File: config.mk
export PLATFORM = sky130hd
export DESIGN_NAME = dual_interval_timer
export DESIGN_NICKNAME = d
export VERILOG_FILES = /design/src/rtl/dit_pkg.sv /design/src/rtl/dit_prescaler.sv /design/src/rtl/dit_fixed_timer.sv /design/src/rtl/dit_reload_timer.sv /design/src/rtl/dual_interval_timer.sv
export SDC_FILE = /design/constraint.sdc
export NUM_CORES = 1
export LEC_CHECK = 0
export ABC_AREA = 1
export BUFFER_PORTS_ARGS = -buffer_cell sky130_fd_sc_hd__clkbuf_2
export CELL_PAD_IN_SITES_DETAIL_PLACEMENT = 0
export CELL_PAD_IN_SITES_GLOBAL_PLACEMENT = 1
export CORE_UTILIZATION = 42
export CTS_CLUSTER_DIAMETER = 100
export DETAILED_ROUTE_END_ITERATION = 6
export PLACE_DENSITY_LB_ADDON = 0.1
export SLEW_MARGIN = 20
export SYNTH_ARGS = -nofsm -noshare
export SYNTH_HDL_FRONTEND = slang
export SYNTH_SLANG_ARGS = --single-unit
File: constraint.sdc
create_clock -name clk_i -period 2.4 [get_ports clk_i]
set_input_delay 0.24 -clock clk_i [delete_from_list [all_inputs] [get_ports clk_i]]
set_output_delay 0.24 -clock clk_i [all_outputs]
set_load 0.01 [all_outputs]
File: src/rtl/dit_pkg.sv
package dit_pkg;
    localparam int DIT_PRESCALE   = 6;
    localparam int DIT_T1_WIDTH   = 7;
    localparam int DIT_T1_MODULO  = 127;
    localparam int DIT_T2_WIDTH   = 8;
    localparam int DIT_CTRL_WIDTH = 4;
    localparam int DIT_CTRL_IRQ1  = 0;
    localparam int DIT_CTRL_RUN2  = 3;

    typedef struct packed {
        logic flag1;
        logic flag2;
    } dit_flags_t;

    function automatic logic dit_sticky(input logic cur, input logic set, input logic clr);
        return set | (cur & ~clr);
    endfunction
endpackage

File: src/rtl/dit_prescaler.sv
module dit_prescaler #(
    parameter int DIV = dit_pkg::DIT_PRESCALE
) (
    input  logic clk_i,
    input  logic rst_ni,
    output logic tick_o
);
    localparam int CW = (DIV > 1) ? $clog2(DIV) : 1;
    localparam logic [CW-1:0] LAST = CW'(DIV - 1);

    typedef struct packed {
        logic [CW-1:0] cnt;
    } pre_state_t;

    pre_state_t st_d, st_q;

    always_comb begin
        st_d = st_q;
        if (st_q.cnt == LAST) begin
            st_d.cnt = '0;
        end else begin
            st_d.cnt = st_q.cnt + 1'b1;
        end
    end

    always_ff @(posedge clk_i or negedge rst_ni) begin
        if (!rst_ni) begin
            st_q <= '0;
        end else begin
            st_q <= st_d;
        end
    end

    assign tick_o = (st_q.cnt == LAST);
endmodule

File: src/rtl/dit_fixed_timer.sv
module dit_fixed_timer #(
    parameter int W   = dit_pkg::DIT_T1_WIDTH,
    parameter int MOD = dit_pkg::DIT_T1_MODULO
) (
    input  logic         clk_i,
    input  logic         rst_ni,
    input  logic         tick_i,
    output logic         wrap_o,
    output logic [W-1:0] cnt_o
);
    localparam logic [W-1:0] TOP = W'(MOD - 1);

    typedef struct packed {
        logic [W-1:0] cnt;
    } ft_state_t;

    ft_state_t st_d, st_q;
    logic      at_top;

    always_comb begin
        st_d   = st_q;
        at_top = (st_q.cnt == TOP);
        if (tick_i) begin
            st_d.cnt = at_top ? '0 : st_q.cnt + 1'b1;
        end
    end

    always_ff @(posedge clk_i or negedge rst_ni) begin
        if (!rst_ni) begin
            st_q <= '0;
        end else begin
            st_q <= st_d;
        end
    end

    assign wrap_o = tick_i & at_top;
    assign cnt_o  = st_q.cnt;
endmodule

File: src/rtl/dit_reload_timer.sv
module dit_reload_timer #(
    parameter int W = dit_pkg::DIT_T2_WIDTH
) (
    input  logic         clk_i,
    input  logic         rst_ni,
    input  logic         tick_i,
    input  logic         run_i,
    input  logic [W-1:0] reload_i,
    output logic         ovf_o,
    output logic [W-1:0] cnt_o,
    output logic         pin_o
);
    typedef struct packed {
        logic [W-1:0] cnt;
        logic         pin;
    } rt_state_t;

    rt_state_t st_d, st_q;
    logic      step;
    logic      ovf;

    always_comb begin
        st_d = st_q;
        step = tick_i & run_i;
        ovf  = step & (&st_q.cnt);
        if (step) begin
            st_d.cnt = ovf ? reload_i : st_q.cnt + 1'b1;
        end
        if (ovf) begin
            st_d.pin = ~st_q.pin;
        end
    end

    always_ff @(posedge clk_i or negedge rst_ni) begin
        if (!rst_ni) begin
            st_q <= '0;
        end else begin
            st_q <= st_d;
        end
    end

    assign ovf_o = ovf;
    assign cnt_o = st_q.cnt;
    assign pin_o = st_q.pin;
endmodule

File: src/rtl/dual_interval_timer.sv
module dual_interval_timer #(
    parameter int PRESCALE = dit_pkg::DIT_PRESCALE,
    parameter int T1_W     = dit_pkg::DIT_T1_WIDTH,
    parameter int T1_MOD   = dit_pkg::DIT_T1_MODULO,
    parameter int T2_W     = dit_pkg::DIT_T2_WIDTH,
    parameter int CTRL_W   = dit_pkg::DIT_CTRL_WIDTH
) (
    input  logic              clk_i,
    input  logic              rst_ni,
    input  logic              ctrl_we_i,
    input  logic [CTRL_W-1:0] ctrl_wdata_i,
    input  logic              reload_we_i,
    input  logic [T2_W-1:0]   reload_wdata_i,
    input  logic              clr_flag1_i,
    input  logic              clr_flag2_i,
    output logic [CTRL_W-1:0] ctrl_o,
    output logic              flag1_o,
    output logic              flag2_o,
    output logic              irq1_o,
    output logic              tpin_o
);
    import dit_pkg::*;

    typedef struct packed {
        logic [CTRL_W-1:0] ctrl;
        logic [T2_W-1:0]   reload;
        dit_flags_t        flags;
    } top_state_t;

    top_state_t       st_d, st_q;
    logic             tick;
    logic             t1_wrap;
    logic [T1_W-1:0]  t1_cnt;
    logic             t2_ovf;
    logic [T2_W-1:0]  t2_cnt;
    logic             t2_run;

    dit_prescaler #(.DIV(PRESCALE)) u_pre (
        .clk_i  (clk_i),
        .rst_ni (rst_ni),
        .tick_o (tick)
    );

    dit_fixed_timer #(.W(T1_W), .MOD(T1_MOD)) u_t1 (
        .clk_i  (clk_i),
        .rst_ni (rst_ni),
        .tick_i (tick),
        .wrap_o (t1_wrap),
        .cnt_o  (t1_cnt)
    );

    assign t2_run = st_q.ctrl[DIT_CTRL_RUN2];

    dit_reload_timer #(.W(T2_W)) u_t2 (
        .clk_i    (clk_i),
        .rst_ni   (rst_ni),
        .tick_i   (tick),
        .run_i    (t2_run),
        .reload_i (st_q.reload),
        .ovf_o    (t2_ovf),
        .cnt_o    (t2_cnt),
        .pin_o    (tpin_o)
    );

    always_comb begin
        st_d = st_q;
        if (ctrl_we_i) begin
            st_d.ctrl = ctrl_wdata_i;
        end
        if (reload_we_i) begin
            st_d.reload = reload_wdata_i;
        end
        st_d.flags.flag1 = dit_sticky(st_q.flags.flag1, t1_wrap, clr_flag1_i);
        st_d.flags.flag2 = dit_sticky(st_q.flags.flag2, t2_ovf, clr_flag2_i);
    end

    always_ff @(posedge clk_i or negedge rst_ni) begin
        if (!rst_ni) begin
            st_q <= '0;
        end else begin
            st_q <= st_d;
        end
    end

    assign ctrl_o  = st_q.ctrl;
    assign flag1_o = st_q.flags.flag1;
    assign flag2_o = st_q.flags.flag2;
    assign irq1_o  = st_q.flags.flag1 & st_q.ctrl[DIT_CTRL_IRQ1];
endmodule

**After elaboration in Yosys (flattened, before gate mapping)**

Index checks and enable logic that the tools add are counted.

- Flip-flop bits (word level): 33
- Bits of input ports: 18
- Output and inout port bits: 8
- Word-level logic and storage cells: 28

- $add $sub $neg: 3
- Equality and inequality tests: 2
- Muxes and demuxes: 3
- Bitwise operators: 11
- Reductions and logical operators: 1

Operator list:

| operator | count |
|---|---|
| 8-bit by 1-bit adder with 8-bit output, second input constant | 1 |
| 8-bit two-way mux | 1 |
| 8-bit AND reduction | 1 |
| 7-bit by 1-bit adder with 7-bit output, second input constant | 1 |
| 7-bit == test, second input constant | 1 |
| 7-bit two-way mux | 1 |
| 1-bit bitwise AND | 6 |
| 3-bit by 1-bit adder with 3-bit output, second input constant | 1 |
| 3-bit == test, second input constant | 1 |
| 3-bit two-way mux | 1 |
| 1-bit NOT | 3 |
| 1-bit bitwise OR | 2 |

**Logic depth before layout (Yosys ltp)**

Gate-level depths: netlist of run 1.

- Depth in word-level cells: 4
- Gate-level depth with buffers: 9
- Depth with buffers taken out: 9

**Hierarchy**

Synthesis of run 1 repeated with hierarchy kept, for this count alone.

- Cells, all modules: 215
- Area, all modules: 1686.6 µm²

By module, submodules not included:

| module | times used | cells each | area an instance (µm²) | sequential area each (µm²) |
|---|---|---|---|---|
| dit_reload_timer | 1 | 80 | 590.6 | 225.2 |
| dual_interval_timer | 1 | 67 | 571.8 | 350.3 |
| dit_fixed_timer | 1 | 54 | 404.1 | 175.2 |
| dit_prescaler | 1 | 14 | 120.1 | 75.1 |

**Worst setup path after synthesis of run 1**

Ideal clock, no wire load.

- Kind: register to register
- From: register u_t2.st_q (netlist bit u_t2.cnt_o[0])
- To: register u_t2.st_q (netlist bit u_t2.cnt_o[3])
- Setup time: 0.065 ns
- Data arrival time: 1.171 ns
- Required time: 2.335 ns
- Path slack: 1.164 ns
- Cell stages (with the launch flop): 10
- Path buffers: 0
- Clock period less this slack: 1.236 ns
- Path through: dfrtp_1 > ha_1 > nand2_2 > nor2_4 > nand2_2 > nor2_1 > nand2_1 > nand2_1 > nand2_1 > nand2_1

- Word-level cells in the longest chain between the ends: 3
- Elaborated cells on any way between the ends: 4
- Classes of those cells: add/sub: 1; mux: 1; bitwise: 1; reduce/logical: 1

RTL lines:

| element | line | RTL |
|---|---|---|
| start, declared | dit_reload_timer.sv:18 | `rt_state_t st_d, st_q;` |
| start signal, assigned | dit_reload_timer.sv:38 | `st_q <= st_d;` |
| parallel branches: the longest is 2 deep, another holds 8-bit by 1-bit adder with 8-bit output | - |  |
| 8-bit two-way mux (*) | dit_reload_timer.sv:27 | `st_d.cnt = ovf ? reload_i : st_q.cnt + 1'b1;` |

Every way passes the cells marked *.
A chain may end at the register's enable or synchronous reset.

**Final worst setup path of run 1**

- From: register u_pre.st_q[0] in the netlist's numbering
- To: register u_t2.st_q (netlist bit u_t2.cnt_o[3])

- Word-level cells in the longest chain between the ends: 4

RTL lines:

| element | line | RTL |
|---|---|---|
| start, declared | dit_prescaler.sv:15 | `pre_state_t st_d, st_q;` |
| start signal, assigned | dit_prescaler.sv:30 | `st_q <= st_d;` |
| 3-bit == test (*) | dit_prescaler.sv:34 | `assign tick_o = (st_q.cnt == LAST);` |
| 1-bit bitwise AND (*) | dit_reload_timer.sv:24 | `step = tick_i & run_i;` |
| 1-bit bitwise AND | dit_reload_timer.sv:25 | `ovf = step & (&st_q.cnt);` |
| 8-bit two-way mux | dit_reload_timer.sv:27 |  |

Every way passes the cells marked *; elsewhere a longest branch is shown, timed or not.

==> results.cfg, run 1 <==
[outcome]
status = finished, final reports clean

[critical_path]
rrSetupSlack_ns = 0.85
path_delay_family = simple AND/OR/NAND/NOR gates
cpMaxStageDelayCell = dfrtp_1
path_cells = nand4_1 -> nor2_1 -> nand2_1 -> nand2_1 -> nand2_1 -> nand2_1
end_kind = flip-flop
crit_arrival_ns = 1.77
ff2ff_path_depth = 6
path_depth = 6
slowest_delay_ns = 0.48
start_kind = flip-flop
path_class = flip-flop to flip-flop
required_ns = 2.62
critPathMaxFanout = 11
worstReg2RegStart = u_pre.st_q[0]$_DFF_PN0_
crit_buf_inv = 0
crit_path_frequent_cell = nand2_1
r2r-end = u_t2.cnt_o[3]$_DFFE_PN0P_

[timing]
tightest_slew_ns = 0.812
fin_setup_tns_ns = 0
finalSetupViolations = 0
max_freq_mhz = 645
slew_headroom_pct = 45.9
setup_ws_ns = 0.849
rsz0062_at_grt = no
final_hold_viol_count = 0
fin_crit_ns = 1.55
final_max_slew_viol_count = 0
fin_hold_ws_ns = 0.0382
fin_crit_sh_pct = 64.6
finClkSkew_ns = 0.00418

[pwr]
p_int_mw = 1.01
power_leakage_nw = 0.994
total_power_mw = 1.34
pwr-share-seq_pct = 47.9
swShare_pct = 24.5
vdd.ir_drop.worst_mv = 0.347
pwr-share-clk_pct = 39.8
p_per_area_nw_per_um2 = 679
p_comb_share_pct = 12.3
p_switching_uw = 328

[synthesis]
netlist_area_um2 = 1720
synth_top_family_by_area = simple AND/OR/NAND/NOR gates
synthSimpleGateAreaFrac_pct = 27.4
ys_seq_area_share_pct = 48.1
avgSynthCellArea_um2 = 8.89
synthesis.nets = 214
ys_ff_latch = 33
synth_xor_area_share_pct = 1.02
synth-compound-area-share_pct = 8.53
syn_inst = 193
synth_fa_ha_area_share_pct = 2.19
ys_types = 30
synth.area.mux_share_pct = 4.59
yosysWarnings = 0

[grt]
grt-ovfl-total = 0
grt_usage_pct = 17.0
grt_pass1_wl_um = 5510
antenna_found_initial = 0
grt_max_degree = 34
grt_pass1_vias = 1238

[clocking]
clk_pin_slew_ns = 0.07
cts_hold_buf = 0
cts_resized = 0
cts_tree = yes
cts_buffer_depth = 2
htreeDepth = 2
post_cts_buffers = 0
cts-root-buf = clkbuf_8
numCtsBuffers = 5
cts.sinks = 33
worstSkewPairLatency_ns = 0.28

[detailed_routing]
wl_per_cell_um = 11.7
drtIter0Drc = 103
vias = 1316
drc = 0
final_antenna_net_count = 0
drtPass1Iterations = 5
via_per_inst = 4.91
drt-total-wl_um = 3150

[floorplanning]
core_area_um2 = 3800
fp.dieArea_um2 = 4350
die_height_um = 65.9
die_w_um = 65.9
io_pins = 26
start_util_pct = 45.2
rows = 22

[cells_and_area]
stdcell_area_um2 = 1980
final_cells = 268
post-route-util_pct = 52.0
antenna_cells = 0
final_nets = 240
drive_above_1_share_pct = 26.4
area_delta_synth_final_pct = 15.1

[placed_design]
dp.cells = 260
place_ws_ns = 0.826
gp_congestion = 0.822
placed_area_um2 = 1860
io_buffers = 25
hpwl_um = 2410

[min_path]
min_path_type = input port to async pin

[run]
drv_cap = 0
==> logic make-up after synthesis <==
kind of cell / Yosys count
compound gates: 26
flops: 33
mux: 7
xor+xnor: 2
fa+ha+maj: 3
simple gates: 90
buf+inv: 32
==> worst reg2reg max path, delay by kind of cell (launching register included) <==
kind,cells,cell delay [ns]
flops,1,0.48
simple gates,6,1.01
==> how the worst max path moves through the flow <==
stage	from	to	slack (ns)
2_1_floorplan	u_t2.cnt_o[0]$_DFFE_PN0P_	u_t2.cnt_o[3]$_DFFE_PN0P_	1.16
3_5_place_dp	u_pre.st_q[0]$_DFF_PN0_	u_t2.cnt_o[3]$_DFFE_PN0P_	0.83
6_report	u_pre.st_q[0]$_DFF_PN0_	u_t2.cnt_o[3]$_DFFE_PN0P_	0.85
4_1_cts	u_pre.st_q[0]$_DFF_PN0_	u_t2.cnt_o[3]$_DFFE_PN0P_	0.82
5_1_grt	u_pre.st_q[1]$_DFF_PN0_	u_t2.cnt_o[3]$_DFFE_PN0P_	0.65
3_3_place_gp	u_pre.st_q[1]$_DFF_PN0_	u_t2.cnt_o[3]$_DFFE_PN0P_	0.94
==> power groups by stage <==
stage | registers, mW | clock network (mW) | logic [mW]
6_report | 0.643 | 0.534 | 0.165
5_1_grt | 0.652 | 0.578 | 0.190
4_1_cts | 0.642 | 0.556 | 0.169
3_5_place_dp | 0.653 | 0 | 0.169
3_3_place_gp | 0.650 | 0 | 0.166
2_1_floorplan | 0.643 | 0 | 0.129
==> layout by cell type (no fill, tap or decap) <==
cell type  Yosys  routed
ha_1           3       3
nor2_1        16      16
clkbuf_8       0       6
inv_2          2       2
dfrtp_1       33      33
mux2_2         7       7
o21ai_2        1       1
nand2_1       48      48
xnor2_1        1       1
nor2_4         4       4
clkbuf_1       0       1
a31oi_1        2       2
inv_1         23      23
o21bai_1       1       1
a21boi_2       1       1
nand4_1        2       2
nand4_2        1       1
nand2_2        3       3
nand3_1        8       8
nor2_8         1       1
xor2_1         1       1
or2_1          1       1
clkinv_1       1       1
o21ai_0       12      12
nor3_2         1       1
bufinv_16      0       1
a21oi_1        5       5
o22ai_1        1       1
nand3_2        3       3
clkbuf_2       0      25
nand3_4        2       2
o21ai_1        3       3
==> cell usage after synthesis <==
cell      count  share of area (%)
xor2_1        1               0.51
inv_1        23                5.0
nand2_2       3                1.1
a21boi_2      1               0.66
buf_2         1               0.29
inv_2         2               0.44
o21bai_1      1               0.44
nor3_2        1               0.58
ha_1          3                2.2
or2_1         1               0.36
nor2_1       16                3.5
nor2_4        4                2.6
o22ai_1       1               0.36
nand4_2       1               0.73
a21oi_1       5                1.5
mux2_2        7                4.6
nand3_4       2                2.0
a31oi_1       2               0.73
nand3_2       3                1.7
buf_4         5                2.2
o21ai_0      12                3.5
nand2_1      48                 10
nand3_1       8                2.3
o21ai_1       3               0.87
nand4_1       2               0.73
xnor2_1       1               0.51
o21ai_2       1               0.51
clkinv_1      1               0.22
dfrtp_1      33                 48
nor2_8        1                1.2
==> cell type report <==
| class | instances | area [um^2] |
|---|---|---|
| Clock inverter | 1 | 30.0 |
| Inverter | 26 | 97.6 |
| Sequential cell | 33 | 826 |
| Timing Repair Buffer | 25 | 125 |
| Multi-Input combinational cell | 128 | 751 |
| Tap cell | 48 | 60.1 |
| Clock buffer | 7 | 86.3 |
| Fill cell | 367 | 1820 |
==> per-layer routing <==
metal	GRT usage, %	share of wire (%)	vias up
li1	-	-	664
met1	21.6	50	620
met2	27.2	45	30
met3	5.34	4.8	2
met4	5.59	0.25	0
met5	0	0	-
==> flip-flops by register name, summed over array words and instances, names as in the netlist <==
| name | count |
|---|---|
| u_pre.st_q | 3 |
| flag1_o | 1 |
| flag2_o | 1 |
| ctrl_o | 4 |
| u_t2.pin_o | 1 |
| u_t1.cnt_o | 7 |
| u_t2.cnt_o | 8 |
| st_q | 8 |
Note: power is estimated with default switching activity, not from simulation.
==> run 2, diff against run 1 <==
==> constraint.sdc (replaced) <==
create_clock -name clk_i -period 1.5 [get_ports clk_i]
set_input_delay 0.15 -clock clk_i [delete_from_list [all_inputs] [get_ports clk_i]]
set_output_delay 0.15 -clock clk_i [all_outputs]
set_load 0.01 [all_outputs]
==> results.cfg, run 2 (synthesized netlist as in run 1, its figures left out) <==
[outcome]
status = finished, final reports clean

[timing]
max_freq_mhz = 748
fin_crit_ns = 1.34
finClkSkew_ns = 0.00845
final_max_slew_viol_count = 0
tightest_slew_ns = 0.413
fin_crit_sh_pct = 89.1
rsz0062_at_grt = no
finalSetupViolations = 0
final_hold_viol_count = 0
fin_hold_ws_ns = 0.0493
setup_ws_ns = 0.163
slew_headroom_pct = 72.5
fin_setup_tns_ns = 0

[detailed_routing]
drtIter0Drc = 59
drt-total-wl_um = 3050
final_antenna_net_count = 0
via_per_inst = 4.80
drc = 0
vias = 1300
wl_per_cell_um = 11.3
drtPass1Iterations = 4

[critical_path]
required_ns = 1.71
start_kind = flip-flop
crit_path_frequent_cell = nand2_1
end_kind = flip-flop
path_cells = ha_1 -> nand2_2 -> nor2_4 -> nand2_2 -> nor2_2 -> nand2_1 -> nand2_1 -> nand2_1 -> nand2_1
critPathMaxFanout = 4
path_class = flip-flop to flip-flop
crit_arrival_ns = 1.55
cpMaxStageDelayCell = dfrtp_1
slowest_delay_ns = 0.40

[floorplanning]
die_height_um = 65.9
fp.dieArea_um2 = 4350
core_area_um2 = 3800
die_w_um = 65.9
io_pins = 26
rows = 22
start_util_pct = 45.2

[grt]
antenna_found_initial = 0
grt_pass1_vias = 1215
grt_max_degree = 34
grt-ovfl-total = 0
grt_pass1_wl_um = 5450
grt_usage_pct = 16.7

[cells_and_area]
layout_commonest_cell = nand2_1
final_nets = 243
drive_above_1_share_pct = 27.8
area_delta_synth_final_pct = 16.9
fillers = 362
antenna_cells = 0
layout.cells.most_common_list = nand2_1 (48), dfrtp_1 (33), clkbuf_2 (25)

[pwr]
total_power_mw = 2.16
power_leakage_nw = 1.01
vdd.ir_drop.worst_mv = 0.903
p_per_area_nw_per_um2 = 1080

[placed_design]
place_ws_ns = 0.150
hpwl_um = 2310
gp_congestion = 0.757
io_buffers = 25

[clocking]
clk_pin_slew_ns = 0.07
numCtsBuffers = 5
cts_tree = yes
cts-root-buf = clkbuf_8
post_cts_buffers = 0
cts_buffer_depth = 2
htreeDepth = 2
worstSkewPairLatency_ns = 0.28
cts.sinks = 33

[run]
drv_cap = 0

[min_path]
min_path_type = input port to flip-flop
[run 2: cell count changes in the layout (fill, tap and decap cells not counted)]
cell,previous run,this run
clkinvlp_4,0,1
nor2_2,0,1
nor2_1,16,15
buf_4,0,2
clkbuf_1,1,0
dlygate4sd3_1,0,1
[run 2: final timing paths]
check	from	to	slack, ns	cells after the start
min	clr_flag1_i	flag1_o$_DFF_PN0_	0.05	2
min reg2reg	st_q[6]$_DFFE_PN0P_	u_t2.cnt_o[4]$_DFFE_PN0P_	0.49	2
max in group asynchronous	rst_ni	u_t2.cnt_o[3]$_DFFE_PN0P_	0.77	3
max	u_t2.cnt_o[0]$_DFFE_PN0P_	u_t2.cnt_o[3]$_DFFE_PN0P_	0.16	9
min in group asynchronous	rst_ni	u_t1.cnt_o[1]$_DFFE_PN0N_	0.43	3
max reg2reg	u_t2.cnt_o[0]$_DFFE_PN0P_	u_t2.cnt_o[3]$_DFFE_PN0P_	0.16	9
[run 2: power by group]
| group | internal [mW] | switching (mW) | leakage [nW] |
|---|---|---|---|
| sequential | 0.963 | 0.0649 | 0.419 |
| clock | 0.540 | 0.315 | 0.0574 |
| combinational | 0.124 | 0.154 | 0.529 |
| total | 1.63 | 0.535 | 1.01 |
[run 2: cell type report]
type	instances	area (um^2)	share of cell area, %
flip-flops and latches	33	826	41.1
well taps	48	60.1	2.99
clock inverters	2	37.5	1.87
inverters	26	97.6	4.86
multi-input cells	128	753	37.5
clock buffers	6	82.6	4.11
repair buffers	28	150	7.48
[run 2: timing repair]
action / in CTS / in global routing
gates resized for setup: 0 / 1
endpoints found under the hold margin: 33 / 0
hold buffers: 1 / 0
setup endpoints to repair: 0 / 1
[run 2: layer usage]
layer,share of wire [%],up-vias,GRT usage (%)
met5,0,-,0
met4,0.56,0,3.99
met3,4.1,2,5.17
met2,45,30,25.0
met1,50,600,23.4
li1,-,668,-
[run 2: critical path, delay by kind of cell (launching register included)]
kind | cells | cell delay, ns
flops | 1 | 0.40
fa+ha+maj | 1 | 0.20
simple gates | 8 | 0.67
[run 2: through the flow]
step	util [%]	cells	area, um^2
floorplan	-	193	1720
global placement	49.3	262	1870
detailed placement	49.3	262	1870
CTS	52.8	271	2000
global route	52.8	271	2010
finish	52.8	271	2010
